--- src/rtl/col_bypass_mult.sv ---
module col_bypass_mult #(
  parameter int WIDTH = 4
) (
  input  logic [WIDTH-1:0]   mcand,
  input  logic [WIDTH-1:0]   mplier,
  output logic [2*WIDTH-1:0] product
);
  localparam int N  = WIDTH;
  localparam int PW = 2 * WIDTH;

  logic [N-1:0] sum_q [N];
  logic [N-2:0] cry_q [N];
  logic [N-1:0] rc;

  for (genvar j = 0; j < N; j++) begin : g_row0
    assign sum_q[0][j] = mcand[j] & mplier[0];
  end
  assign cry_q[0] = '0;

  for (genvar i = 1; i < N; i++) begin : g_row
    assign sum_q[i][N-1] = mcand[N-1] & mplier[i];
    for (genvar j = 0; j < N - 1; j++) begin : g_cell
      logic en, pp, gs, gc, fs, fc;
      assign en = mcand[j];
      assign pp = en & mplier[i];
      assign gs = en & sum_q[i-1][j+1];
      assign gc = en & cry_q[i-1][j];
      assign fs = pp ^ gs ^ gc;
      assign fc = (pp & gs) | (pp & gc) | (gs & gc);
      assign sum_q[i][j] = en ? fs : sum_q[i-1][j+1];
      assign cry_q[i][j] = en ? fc : 1'b0;
    end
  end

  for (genvar i = 0; i < N; i++) begin : g_low
    assign product[i] = sum_q[i][0];
  end

  assign rc[0] = 1'b0;
  for (genvar j = 0; j < N - 1; j++) begin : g_merge
    logic mx, my;
    assign mx = sum_q[N-1][j+1];
    assign my = cry_q[N-1][j] & mcand[j];
    assign product[N+j] = mx ^ my ^ rc[j];
    assign rc[j+1] = (mx & my) | (mx & rc[j]) | (my & rc[j]);
  end
  assign product[PW-1] = rc[N-1];

  always_comb begin

    product_exact_chk: assert (product == PW'(mcand) * PW'(mplier))
      else $error("product mismatch");

    zero_operand_chk: assert (!((mcand == '0) || (mplier == '0)) || (product == '0))
      else $error("zero operand gave nonzero product");
    for (int i = 1; i < N; i++) begin
      for (int j = 0; j < N - 1; j++) begin

        bypass_sum_chk: assert (mcand[j] || (sum_q[i][j] == sum_q[i-1][j+1]))
          else $error("bypassed cell altered partial sum");

        bypass_carry_chk: assert (mcand[j] || !cry_q[i][j])
          else $error("bypassed cell raised carry");
      end
    end
  end
endmodule

--- config.mk ---
export PLATFORM = sky130hd
export DESIGN_NAME = col_bypass_mult
export DESIGN_NICKNAME = d
export VERILOG_FILES = /design/src/rtl/col_bypass_mult.sv
export SDC_FILE = /design/constraint.sdc
export NUM_CORES = 1
export LEC_CHECK = 0
export BUFFER_PORTS_ARGS = -buffer_cell sky130_fd_sc_hd__buf_2
export CORE_UTILIZATION = 35
export DETAILED_ROUTE_END_ITERATION = 8
export GPL_TIMING_DRIVEN = 0
export PLACE_DENSITY = 0.63
export SYNTH_ARGS = -nofsm -noshare
export SYNTH_HDL_FRONTEND = slang
export SYNTH_SLANG_ARGS = --single-unit
--- constraint.sdc ---
create_clock -name vclk -period 6.95
set_clock_uncertainty 0.15 [all_clocks]
set_input_delay 1.39 -clock vclk [all_inputs]
set_output_delay 1.39 -clock vclk [all_outputs]
set_load 0.01 [all_outputs]
==> impl_metrics.ini <==
[layout]
regArea_sq_um = 0
final_cell_mix = buf_2 (18), nand2_1 (15), and2_1 (12)
nFlopsAndLatches = 0
layout.cells.non_filler = 97
n_clock_buffer = 0
drive_above_1_share_pct = 24.4
fin_nets = 104
syn2layout_area_growth_pct = 19.2
antenna_cells = 0
final_common_cell = buf_2
utilization_pct = 46.0
final_area_sq_um = 613

[yosys]
avgSynthCellArea_sq_um = 7.79
seq_area_frac_synth_pct = 0
synthesis.area_sq_um = 514
yosysWarningCount = 0
synth_nets = 86
synth_cells = 66
synth_cell_types = 18

[clock_tree]
cts-resized-gates = 0
post_cts_buffers = 0
hold_buffers = 0

[route]
drcViolationCount = 0
drt_iter0_drc = 3
totalWireLength_um = 940
firstDrtPassIters = 4
avgViaCountPerCell = 5.08
drtAntennaViolNets = 0
wire_per_inst_um = 9.69
num_vias = 493

[timing]
whs_ns = 3.01
tightestPinTransition_ns = 0.290
post-route-period-util_pct = 93.6
maxSlewViolCount = 0
slew_headroom_pct = 80.5
setup_ws_ns = 0.442
hold_viol = 0
final-setup-viol-count = 0
rsz0062_at_grt = false
fin_tns_setup_ns = 0
post-route-min-period_ns = 6.51
fmax_mhz = 154

[power_and_ir_drop]
internal_power_uw = 14.2
pwr-share-seq_pct = 0
comb_power_share_pct = 100.0
power_uw = 31.2
p_leak_nw = 0.320
cellPowerDensity_nw_per_um2 = 50.9
peakVddDrop_mv = 0.0158
p_clk_share_pct = 0
switching_power_uw = 17.0
switching_share_pct = 54.5

[setup_path]
crit_type = primary input to output pin
cp-start-kind = primary input
required_ns = 5.41
endpoint_kind = output pin
arrival_ns = 4.97
crit_path_max_fanout = 10

[placement]
dp_cells = 97
dpl_cell_area_sq_um = 613
gp_congestion = 0.737
place_ws_ns = 0.416
hpwl_um = 830
port_buffers = 16

[floorplan]
start_util_pct = 38.6
fp.dieH_um = 40.3
coreArea_sq_um = 1330
ioPinCount = 16
die-area_sq_um = 1630
die_w_um = 40.3
row_count = 13

[global_routing]
grt_pass1_wl_um = 1570
grt_usage_pct = 13.5
antenna_found_initial = 0
grt_max_degree = 11
grt_pass1_vias = 394
grt_overflow_total = 0

[hold_path]
hold_class = primary input to output pin

[status]
status = finished clean

[run]
max_cap_violations = 0
==> cell families after synthesis <==
logic type | count (synthesis) | synth area share, %
AO/OA/AOI/OAI | 5 | 6.57
adder cells (fa/ha/maj) | 12 | 40.9
buffers and inverters | 6 | 5.11
multiplexers | 3 | 6.08
AND/OR/NAND/NOR | 40 | 41.4
==> final timing paths <==
kind	start	end	slack (ns)	cells past startpoint
setup / recovery	mcand[2]	product[6]	0.44	17
hold / removal	mcand[0]	product[3]	3.01	3
==> critical path, stage by stage <==
cell	delay [ns]
buf_2	0.13
buf_2	0.18
and2_1	0.17
ha_1	0.27
nand2_1	0.07
a21boi_0	0.24
fa_1	0.44
nand2b_1	0.15
and3_1	0.20
fa_1	0.37
and2_1	0.17
ha_1	0.19
fa_1	0.36
inv_1	0.07
fa_1	0.40
inv_1	0.06
buf_2	0.11
==> cell type report <==
type	count	area, sq um
tap	15	18.8
timing repair buffer	16	80.1
fill	161	721
inverter	3	11.3
multi-input combinational	60	488
buffer	3	15.0
==> cell usage after synthesis <==
| master | count | area [sq um] |
|---|---|---|
| nand2_1 | 15 | 56.3 |
| and2_1 | 12 | 75.1 |
| fa_1 | 8 | 160 |
| and3_1 | 4 | 25.0 |
| ha_1 | 4 | 50.1 |
| inv_1 | 3 | 11.3 |
| nand2b_1 | 3 | 18.8 |
| buf_2 | 2 | 10.0 |
| mux2i_1 | 2 | 20.0 |
| nand3_1 | 2 | 10.0 |
| nand3b_1 | 2 | 15.0 |
| nor2b_1 | 2 | 12.5 |
| o21ai_0 | 2 | 10.0 |
| a21boi_0 | 1 | 7.51 |
| a22o_1 | 1 | 8.76 |
| clkbuf_2 | 1 | 5.00 |
| mux2_2 | 1 | 11.3 |
| o21a_1 | 1 | 7.51 |
==> power by group through the flow <==
stage          Combinational (mW)  Clock, mW  Sequential [mW]
2_1_floorplan              0.0207          0                0
3_3_place_gp               0.0310          0                0
3_5_place_dp               0.0319          0                0
4_1_cts                    0.0319          0                0
5_1_grt                    0.0367          0                0
6_report                   0.0312          0                0
==> layer usage <==
| metal | part of all wire, % | wire (um) | GRT usage, % |
|---|---|---|---|
| met5 | 0 | 0 | 0 |
| met1 | 48 | 453 | 17.8 |
| met2 | 49 | 464 | 25.8 |
| met3 | 2.3 | 22 | 0 |
| met4 | 0 | 0 | 0 |
Power figures use the tool's default switching activity.
